$ cat src/rtl/aux_mux_pkg.sv
package aux_mux_pkg;
  localparam logic [7:0] CMD_LOAD_AUX = 8'hD3;
  localparam logic [7:0] SEQ_B0       = 8'hF0;
  localparam logic [7:0] SEQ_B1       = 8'h56;
  localparam logic [7:0] KEY_ENTER    = 8'hA4;
  localparam logic [7:0] KEY_LEAVE    = 8'hA5;
  localparam logic [7:0] ROUTE_BASE   = 8'h90;

  typedef enum logic [1:0] {
    SQ_IDLE = 2'd0,
    SQ_ONE  = 2'd1,
    SQ_TWO  = 2'd2
  } seq_state_t;
endpackage

$ cat src/rtl/aux_mux_decode.sv
module aux_mux_decode
  import aux_mux_pkg::*;
#(
  parameter int NUM_DEV = 4,
  parameter int DEV_W   = $clog2(NUM_DEV)
) (
  input  logic             cmd_valid,
  input  logic [7:0]       cmd_byte,
  output logic             load_cmd,
  output logic             route_cmd,
  output logic [DEV_W-1:0] route_idx
);
  logic [7:0] offset;

  always_comb begin
    offset    = cmd_byte - ROUTE_BASE;
    load_cmd  = cmd_valid && (cmd_byte == CMD_LOAD_AUX);
    route_cmd = cmd_valid && (cmd_byte >= ROUTE_BASE) &&
                (int'(offset) < NUM_DEV);
    route_idx = offset[DEV_W-1:0];
  end
endmodule

$ cat src/rtl/aux_mux_seq.sv
module aux_mux_seq
  import aux_mux_pkg::*;
#(
  parameter logic [7:0] VERSION = 8'hC1
) (
  input  logic       clk,
  input  logic       rst,
  input  logic       cmd_valid,
  input  logic       load_cmd,
  input  logic       dat_valid,
  input  logic [7:0] dat_byte,
  output logic       hit_enter,
  output logic       hit_leave,
  output logic       echo_valid,
  output logic [7:0] echo_byte
);
  seq_state_t state, state_nxt;
  logic       armed;
  logic       take;

  always_comb begin
    take      = dat_valid && !cmd_valid && armed;
    state_nxt = SQ_IDLE;
    hit_enter = 1'b0;
    hit_leave = 1'b0;
    case (state)
      SQ_IDLE: if (dat_byte == SEQ_B0) state_nxt = SQ_ONE;
      SQ_ONE:  if (dat_byte == SEQ_B1) state_nxt = SQ_TWO;
      SQ_TWO: begin
        hit_enter = take && (dat_byte == KEY_ENTER);
        hit_leave = take && (dat_byte == KEY_LEAVE);
      end
      default: state_nxt = SQ_IDLE;
    endcase
  end

  always_ff @(posedge clk) begin
    if (rst) begin
      state      <= SQ_IDLE;
      armed      <= 1'b0;
      echo_valid <= 1'b0;
      echo_byte  <= 8'h00;
    end else begin
      echo_valid <= 1'b0;
      if (cmd_valid) begin
        armed <= load_cmd;
        if (!load_cmd) state <= SQ_IDLE;
      end else if (dat_valid) begin
        armed <= 1'b0;
        if (armed) begin
          echo_valid <= 1'b1;
          echo_byte  <= (hit_enter || hit_leave) ? VERSION : dat_byte;
          state      <= state_nxt;
        end else begin
          state <= SQ_IDLE;
        end
      end
    end
  end
endmodule

$ cat src/rtl/aux_mux_route.sv
module aux_mux_route #(
  parameter int DEV_W = 2
) (
  input  logic             clk,
  input  logic             rst,
  input  logic             mux_mode,
  input  logic             leaving,
  input  logic             route_cmd,
  input  logic [DEV_W-1:0] route_idx,
  output logic [DEV_W-1:0] dev_sel
);
  always_ff @(posedge clk) begin
    if (rst || !mux_mode || leaving) dev_sel <= '0;
    else if (route_cmd)              dev_sel <= route_idx;
  end
endmodule

$ cat src/rtl/aux_mux_detect.sv
module aux_mux_detect
  import aux_mux_pkg::*;
#(
  parameter int         NUM_DEV = 4,
  parameter int         DEV_W   = $clog2(NUM_DEV),
  parameter logic [7:0] VERSION = 8'hC1
) (
  input  logic             clk,
  input  logic             rst,
  input  logic             cmd_valid,
  input  logic [7:0]       cmd_byte,
  input  logic             dat_valid,
  input  logic [7:0]       dat_byte,
  output logic             mux_mode,
  output logic [DEV_W-1:0] dev_sel,
  output logic             echo_valid,
  output logic [7:0]       echo_byte
);
  logic             load_cmd, route_cmd;
  logic [DEV_W-1:0] route_idx;
  logic             hit_enter, hit_leave;

  aux_mux_decode #(.NUM_DEV(NUM_DEV), .DEV_W(DEV_W)) u_dec (
    .cmd_valid (cmd_valid),
    .cmd_byte  (cmd_byte),
    .load_cmd  (load_cmd),
    .route_cmd (route_cmd),
    .route_idx (route_idx)
  );

  aux_mux_seq #(.VERSION(VERSION)) u_seq (
    .clk        (clk),
    .rst        (rst),
    .cmd_valid  (cmd_valid),
    .load_cmd   (load_cmd),
    .dat_valid  (dat_valid),
    .dat_byte   (dat_byte),
    .hit_enter  (hit_enter),
    .hit_leave  (hit_leave),
    .echo_valid (echo_valid),
    .echo_byte  (echo_byte)
  );

  always_ff @(posedge clk) begin
    if (rst)            mux_mode <= 1'b0;
    else if (hit_enter) mux_mode <= 1'b1;
    else if (hit_leave) mux_mode <= 1'b0;
  end

  aux_mux_route #(.DEV_W(DEV_W)) u_route (
    .clk       (clk),
    .rst       (rst),
    .mux_mode  (mux_mode),
    .leaving   (hit_leave),
    .route_cmd (route_cmd),
    .route_idx (route_idx),
    .dev_sel   (dev_sel)
  );
endmodule

$ cat config.mk
export PLATFORM = sky130hd
export DESIGN_NAME = aux_mux_detect
export DESIGN_NICKNAME = d
export VERILOG_FILES = /design/src/rtl/aux_mux_pkg.sv /design/src/rtl/aux_mux_decode.sv /design/src/rtl/aux_mux_seq.sv /design/src/rtl/aux_mux_route.sv /design/src/rtl/aux_mux_detect.sv
export SDC_FILE = /design/constraint.sdc
export NUM_CORES = 1
export LEC_CHECK = 0
export ABC_AREA = 1
export BUFFER_PORTS_ARGS = -buffer_cell sky130_fd_sc_hd__clkbuf_2
export CAP_MARGIN = 20
export CORE_ASPECT_RATIO = 1.25
export CORE_MARGIN = 2
export CORE_UTILIZATION = 46
export CTS_CLUSTER_DIAMETER = 200
export DETAILED_ROUTE_END_ITERATION = 8
export PLACE_DENSITY = 0.81
export SLEW_MARGIN = 30
export SYNTH_ARGS = -nofsm -noshare
export SYNTH_HDL_FRONTEND = slang
export SYNTH_HIERARCHICAL = 1
export SYNTH_SLANG_ARGS = --single-unit
export TNS_END_PERCENT = 1
$ cat constraint.sdc
create_clock -name clk -period 1.4 [get_ports clk]
set_input_delay 0 -clock clk [delete_from_list [all_inputs] [get_ports clk]]
set_output_delay 0 -clock clk [all_outputs]
set_load 0.005 [all_outputs]
**Word level (Yosys, flattened, before mapping)**

Cells that the tools add are included.

- Add/subtract/negate cells: 1
- $lt $le $gt $ge: 2
- Equality and inequality tests: 8
- Muxes and demuxes: 15
- Bitwise logic cells: 2
- Reduce and logical (&&, ||, !) cells: 18

Operators with widths:

| cell | count |
|---|---|
| $eq 8x8->1 const B | 4 |
| $mux 2 | 5 |
| $eq 8x7->1 const B | 1 |
| $ge 8x8->1 const B | 1 |
| $lt 8x3->1 const B | 1 |
| $mux 1 | 8 |
| $mux 8 | 1 |
| $sub 8x8->8 const B | 1 |
| $logic_and 1x1->1 | 7 |
| $pmux 2 s2 | 1 |
| $reduce_bool 2->1 | 2 |
| $logic_or 1x1->1 | 3 |
| $reduce_and 3->1 | 1 |
| $reduce_or 3->1 | 1 |
| $eq 2x1->1 const B | 1 |
| $eq 2x2->1 const B | 1 |
| $logic_not 1->1 | 2 |
| $logic_not 2->1 | 1 |
| $ne 2x2->1 const B | 1 |
| $not 1->1 | 2 |
| $reduce_and 2->1 | 1 |

- Register bits: 15
- Bits of input ports: 20
- Output and inout bits: 12
- Word-level logic and storage cells: 52

**Depth between registers and ports, before layout**

- Depth after elaboration: 7
- Gate-level depth with buffers: 9
- Mapped depth without buffers: 9

**Cells and area by module**

Netlist, hierarchy kept.

By module, submodules not included:

| module | instances | cells each | area an instance (µm²) | seq. area each (µm²) |
|---|---|---|---|---|
| aux_mux_seq | 1 | 88 | 576.8 | 240.2 |
| aux_mux_route | 1 | 16 | 96.3 | 40.0 |
| aux_mux_decode | 1 | 19 | 87.6 | 0.0 |
| aux_mux_detect | 1 | 5 | 40.0 | 20.0 |

**Worst setup path after synthesis**

No wires, ideal clock.

- Path kind: reg-to-reg
- From: reg u_seq.state[1]
- To: reg u_route.dev_sel[0]
- Setup time: 0.114 ns
- Arrival time: 0.934 ns
- Data required time: 1.286 ns
- Setup slack: 0.353 ns
- Cell stages (with the launch flop): 10
- Buffers on the path: 0
- Clock period less this slack: 1.047 ns
- Cell sequence: dfxtp_1 inv_1 nor2_1 nand2_1 nor2_1 nand2_1 inv_1 inv_1 nand3b_1 nor2_1

- Longest elaborated chain between the ends: 3

Ends and longest elaborated chain:

| what | RTL line | source |
|---|---|---|
| start: declaration | aux_mux_seq.sv:17 | `seq_state_t state, state_nxt;` |
| start signal: assignment | aux_mux_seq.sv:53 | `state <= state_nxt;` |
| $eq 2x2->1 | aux_mux_seq.sv:26 | `case (state)` |
| $mux 1 | aux_mux_seq.sv:26 |  |
| net hit_leave | aux_mux_detect.sv:21 | `logic hit_enter, hit_leave;` |
| $logic_or 1x1->1 | aux_mux_route.sv:13 | `if (rst \|\| !mux_mode \|\| leaving) dev_sel <= '0;` |
| end signal: assignment | aux_mux_route.sv:14 | `else if (route_cmd) dev_sel <= route_idx;` |
| end: declaration | aux_mux_route.sv:10 | `output logic [DEV_W-1:0] dev_sel` |

The timed path passes the listed nets, and every way through them passes these cells.
A chain may end at the register's enable or synchronous reset.

**Worst setup path after layout**

- From: in dat_byte[3]
- To: reg u_route.dev_sel[0]

- Longest elaborated chain between the ends: 4

Ends and longest elaborated chain:

| what | RTL line | source |
|---|---|---|
| start: declaration | aux_mux_detect.sv:13 | `input logic [7:0] dat_byte,` |
| $eq 8x8->1 | aux_mux_seq.sv:31 | `hit_leave = take && (dat_byte == KEY_LEAVE);` |
| $logic_and 1x1->1 | aux_mux_seq.sv:31 |  |
| $mux 1 | aux_mux_seq.sv:26 |  |
| net hit_leave | aux_mux_detect.sv:21 |  |
| $logic_or 1x1->1 | aux_mux_route.sv:13 |  |

The timed path passes the listed nets, and every way through them passes these cells.

==> summary.md <==
The tools report the final max-slew violation count as 0. In this run the clock root is driven by a sky130_fd_sc_hd__clkbuf_4. The internal reg-to-reg setup slack was 230 ps; the buffer count from post-CTS setup fixing was 0. For the global routing usage on met3, the log shows 0.0575. Layer carrying the most global-route usage: met2. The floorplan has 16 rows. The remaining routing DRC violations is 0, and the met2 track demand over resource in global routing is 0.323.

Power density over the cells: 755 nW/um^2. The tools report the global-route total usage across every layer as 0.189. The first detailed-routing pass took 4 iterations. The tools report the aggregate negative setup slack as 0 ps.

Via count of the first global-routing pass: 696. In this run, synthesis produced a sequential element count of 15. The period utilization is 0.863, and the DRC violation total after the first TritonRoute iteration is 30.

The Yosys step of the flow raised 6 warnings. The routed design has 1.81 mm of wire. The highest-delay cell along the critical path was sky130_fd_sc_hd__dlygate4sd3_1.

In this run, placement finished with an instance count of 174. The worst register-to-register path ends at u_route/dev_sel[0]. Counting the buffers created by CTS gives 3. After clock tree synthesis, the flow added hold-fix buffers numbering 3.

The fraction of power consumed by combinational cells is 0.127, and the net count of the mapped netlist is 148. Max-cap violations in this run came to 0. The critical path data arrival time is 1390 ps. In this run the static leakage power is 0.000537 uW.

The floorplan die width was 41.3 um. The run finished with clean final reports. Detailed placement finished with a half-perimeter wire length of 1.38 mm.

The run gives 0.812 as the normalized max-slew margin. The maximum fanout along the worst path works out to 3. Across the routed clock network, the largest skew measured is 4.00 ps.

The total congestion overflow after global routing came out at 0. The worst hold path belongs to the class in2reg. The mean routed wirelength per cell works out to 9.94 um. Traced cell by cell, the critical path runs through dlygate4sd3_1 -> clkbuf_2 -> nor2_2 -> nand2_1 -> nor2_1 -> nand2_1 -> inv_1 -> inv_1 -> nand3b_1 -> nor2_1. The area growth from synthesis to layout came out at 28.1%. STA classifies the critical path startpoint as an input port. Tracing the worst setup path back leads to its startpoint at dat_byte[3]. The starting density of the core is 0.500, and the sequential share of power is 0.560. During I/O placement, the number of pins put on the boundary was 32.

The time the worst path needs with I/O delays and setup is 1210 ps, and the fraction of synthesized cell area taken by the top area cell type is 0.375. At the pin with the least slew margin, the transition time is 279 ps. The fraction of layout cells with a size suffix above 1 is 0.256. The kind of end point of the critical path is a flip-flop.

Setup slack on the critical path of the routed design comes to 192 ps. The number of H-tree levels came out at 1. Number of antenna repair diodes: 0. The filler cell count in the final layout was 154; the highest ir drop seen on vdd was 0.526 mV. The wire length of the first global-routing pass was 2.67 mm; the number of cells in the finished layout apart from fillers was 182. The cell count after synthesis came out at 128.

The total area inside the core boundary comes to 1600 um^2. The met1 usage in global routing came out at 0.190. The run gives 2 as the deepest clock path buffer count. The tools report the capturing element of the worst setup path as u_route/dev_sel[0].

Input and output buffers added on the ports amount to 31. The clock transition at the registers of the reported paths is 90 ps. The clock share of power was 0.313. Yosys attributes the largest share of cell area to sky130_fd_sc_hd__dfxtp_1, sky130_fd_sc_hd__nand2_1, sky130_fd_sc_hd__nor2_1. The setup path with the least slack is of type in2reg. The number of gates resized after CTS was 0; the remaining antenna violation count was 0. The switching share of total power was 0.249. The fmax is 0.828 GHz.

The number of nets in the layout was 185; the count of clock tree sinks was 15. The run gives 0.375 as the register area share after synthesis. Setup repair after global routing left no endpoint under its margin.

The total via count in the routed design came out at 888. The placement-stage worst setup slack is 249 ps. Routability-driven placement finished with a final weighted congestion of 0.955. The number of library cell types mapped by synthesis is 17, and the number of antenna violations at the first check in global routing is 0.

The hold violation count in the final report is 0. The cell depth of the worst flop-to-flop path was 9; the longest individual stage delay on the worst path was 530 ps. Setup violations remaining at the end of the flow were counted as 0. Overall die height: 50.7 um.

The cell taking the most area after synthesis is sky130_fd_sc_hd__dfxtp_1. The beginning of the worst register-to-register path is u_seq/state[1]. The pin count of the biggest net entering global routing is 12. TritonCTS built the clock tree. The cell area after synthesis is 801 um^2, and the synthesized area divided by synthesized cell count is 6.26 um^2. The tools report the clock insertion delay at the later pin of the skew report as 280 ps.

The tools report the data required time of the worst path as 1590 ps. Number of vias per cell after detailed routing: 4.88. The total internal power came out at 582 uW. The analysis attributes to net switching a power of 193 uW. The floorplan step defined a die boundary enclosing 2090 um^2.
==> worst max-delay path: cells and delay by family <==
kind,cells,cell delay [ps]
buf+inv,4,790
simple gates,6,600
==> Yosys cell counts <==
library cell	n
sky130_fd_sc_hd__nand2_1	29
sky130_fd_sc_hd__nor2_1	24
sky130_fd_sc_hd__inv_1	23
sky130_fd_sc_hd__dfxtp_1	15
sky130_fd_sc_hd__nand3_1	7
sky130_fd_sc_hd__a21oi_1	6
sky130_fd_sc_hd__o21ai_0	6
sky130_fd_sc_hd__nor2_2	3
sky130_fd_sc_hd__nor3_1	3
sky130_fd_sc_hd__buf_4	2
sky130_fd_sc_hd__inv_2	2
sky130_fd_sc_hd__nand3b_1	2
sky130_fd_sc_hd__nor4_1	2
sky130_fd_sc_hd__a21oi_2	1
sky130_fd_sc_hd__buf_2	1
sky130_fd_sc_hd__nand3_4	1
sky130_fd_sc_hd__o21ai_1	1
==> cell usage in the layout, fill, tap and decap left out <==
cell type                        n
sky130_fd_sc_hd__clkbuf_2       31
sky130_fd_sc_hd__nand2_1        29
sky130_fd_sc_hd__nor2_1         24
sky130_fd_sc_hd__inv_1          23
sky130_fd_sc_hd__dfxtp_1        15
sky130_fd_sc_hd__nand3_1         7
sky130_fd_sc_hd__o21ai_0         6
sky130_fd_sc_hd__a21oi_1         6
sky130_fd_sc_hd__dlygate4sd3_1   4
sky130_fd_sc_hd__clkbuf_4        3
sky130_fd_sc_hd__nor2_2          3
sky130_fd_sc_hd__nor3_1          3
sky130_fd_sc_hd__nand3b_1        2
sky130_fd_sc_hd__inv_2           2
sky130_fd_sc_hd__nor4_1          2
sky130_fd_sc_hd__a21oi_2         1
sky130_fd_sc_hd__clkinv_2        1
sky130_fd_sc_hd__nand3_4         1
sky130_fd_sc_hd__o21ai_1         1
==> metrics by stage <==
stage                util  hold WS [ps]  power (uW)  instance area (um^2)
floorplan               -          62.4         488                   801
global placement    0.598           267         531                   958
detailed placement  0.598           271         532                   958
CTS                 0.634         0.367         785                  1020
global route        0.641          6.84         838                  1030
finish              0.641          12.7         775                  1030
==> final cells by class <==
type,count,area [um^2],share of cell area
well taps,18,22.5,0.0220
repair buffers,35,195,0.190
flip-flops and latches,15,300,0.293
clock buffers,3,22.5,0.0220
multi-input cells,85,387,0.377
inverters,25,93.8,0.0915
clock inverters,1,5.00,0.00488
==> sequential cells by signal (all words and copies together) (netlist names) <==
register and cells:
u_seq/echo_byte 8, u_route/dev_sel 2, u_seq/state 2, mux_mode 1, u_seq/armed 1, u_seq/echo_valid 1
==> routing by layer <==
metal / share of wire / wire [um]
met4: 0.027 / 49
met5: 0 / 0
met3: 0.096 / 174
met1: 0.42 / 760
met2: 0.46 / 825
==> power groups by stage <==
| stage | clock network (uW) | registers, uW | logic, uW |
|---|---|---|---|
| after floorplan | 0 | 444 | 43.9 |
| after global placement | 0 | 444 | 87.3 |
| after detailed placement | 0 | 444 | 88.4 |
| after CTS | 256 | 434 | 95.5 |
| after global routing | 293 | 435 | 110 |
| final | 242 | 434 | 98.6 |
==> worst min path at each step <==
stage           startpoint                 end  depth (start not counted)
2_1_floorplan          rst            mux_mode                          1
3_3_place_gp   dat_byte[7]  u_seq/echo_byte[7]                          3
3_5_place_dp   dat_byte[7]  u_seq/echo_byte[7]                          3
4_1_cts        dat_byte[5]  u_seq/echo_byte[5]                          3
5_1_grt        dat_byte[2]      u_seq/state[0]                          4
6_report         dat_valid         u_seq/armed                          3
==> cell families (layout without fill, tap and decap cells) <==
family,after synthesis,after routing,synth area share
flip-flops,15,15,0.375
AO/OA/AOI/OAI,14,14,0.0922
AND/OR/NAND/NOR,71,71,0.391
buffers and inverters,28,64,0.142
No activity file was read; power rests on OpenSTA's default activity.
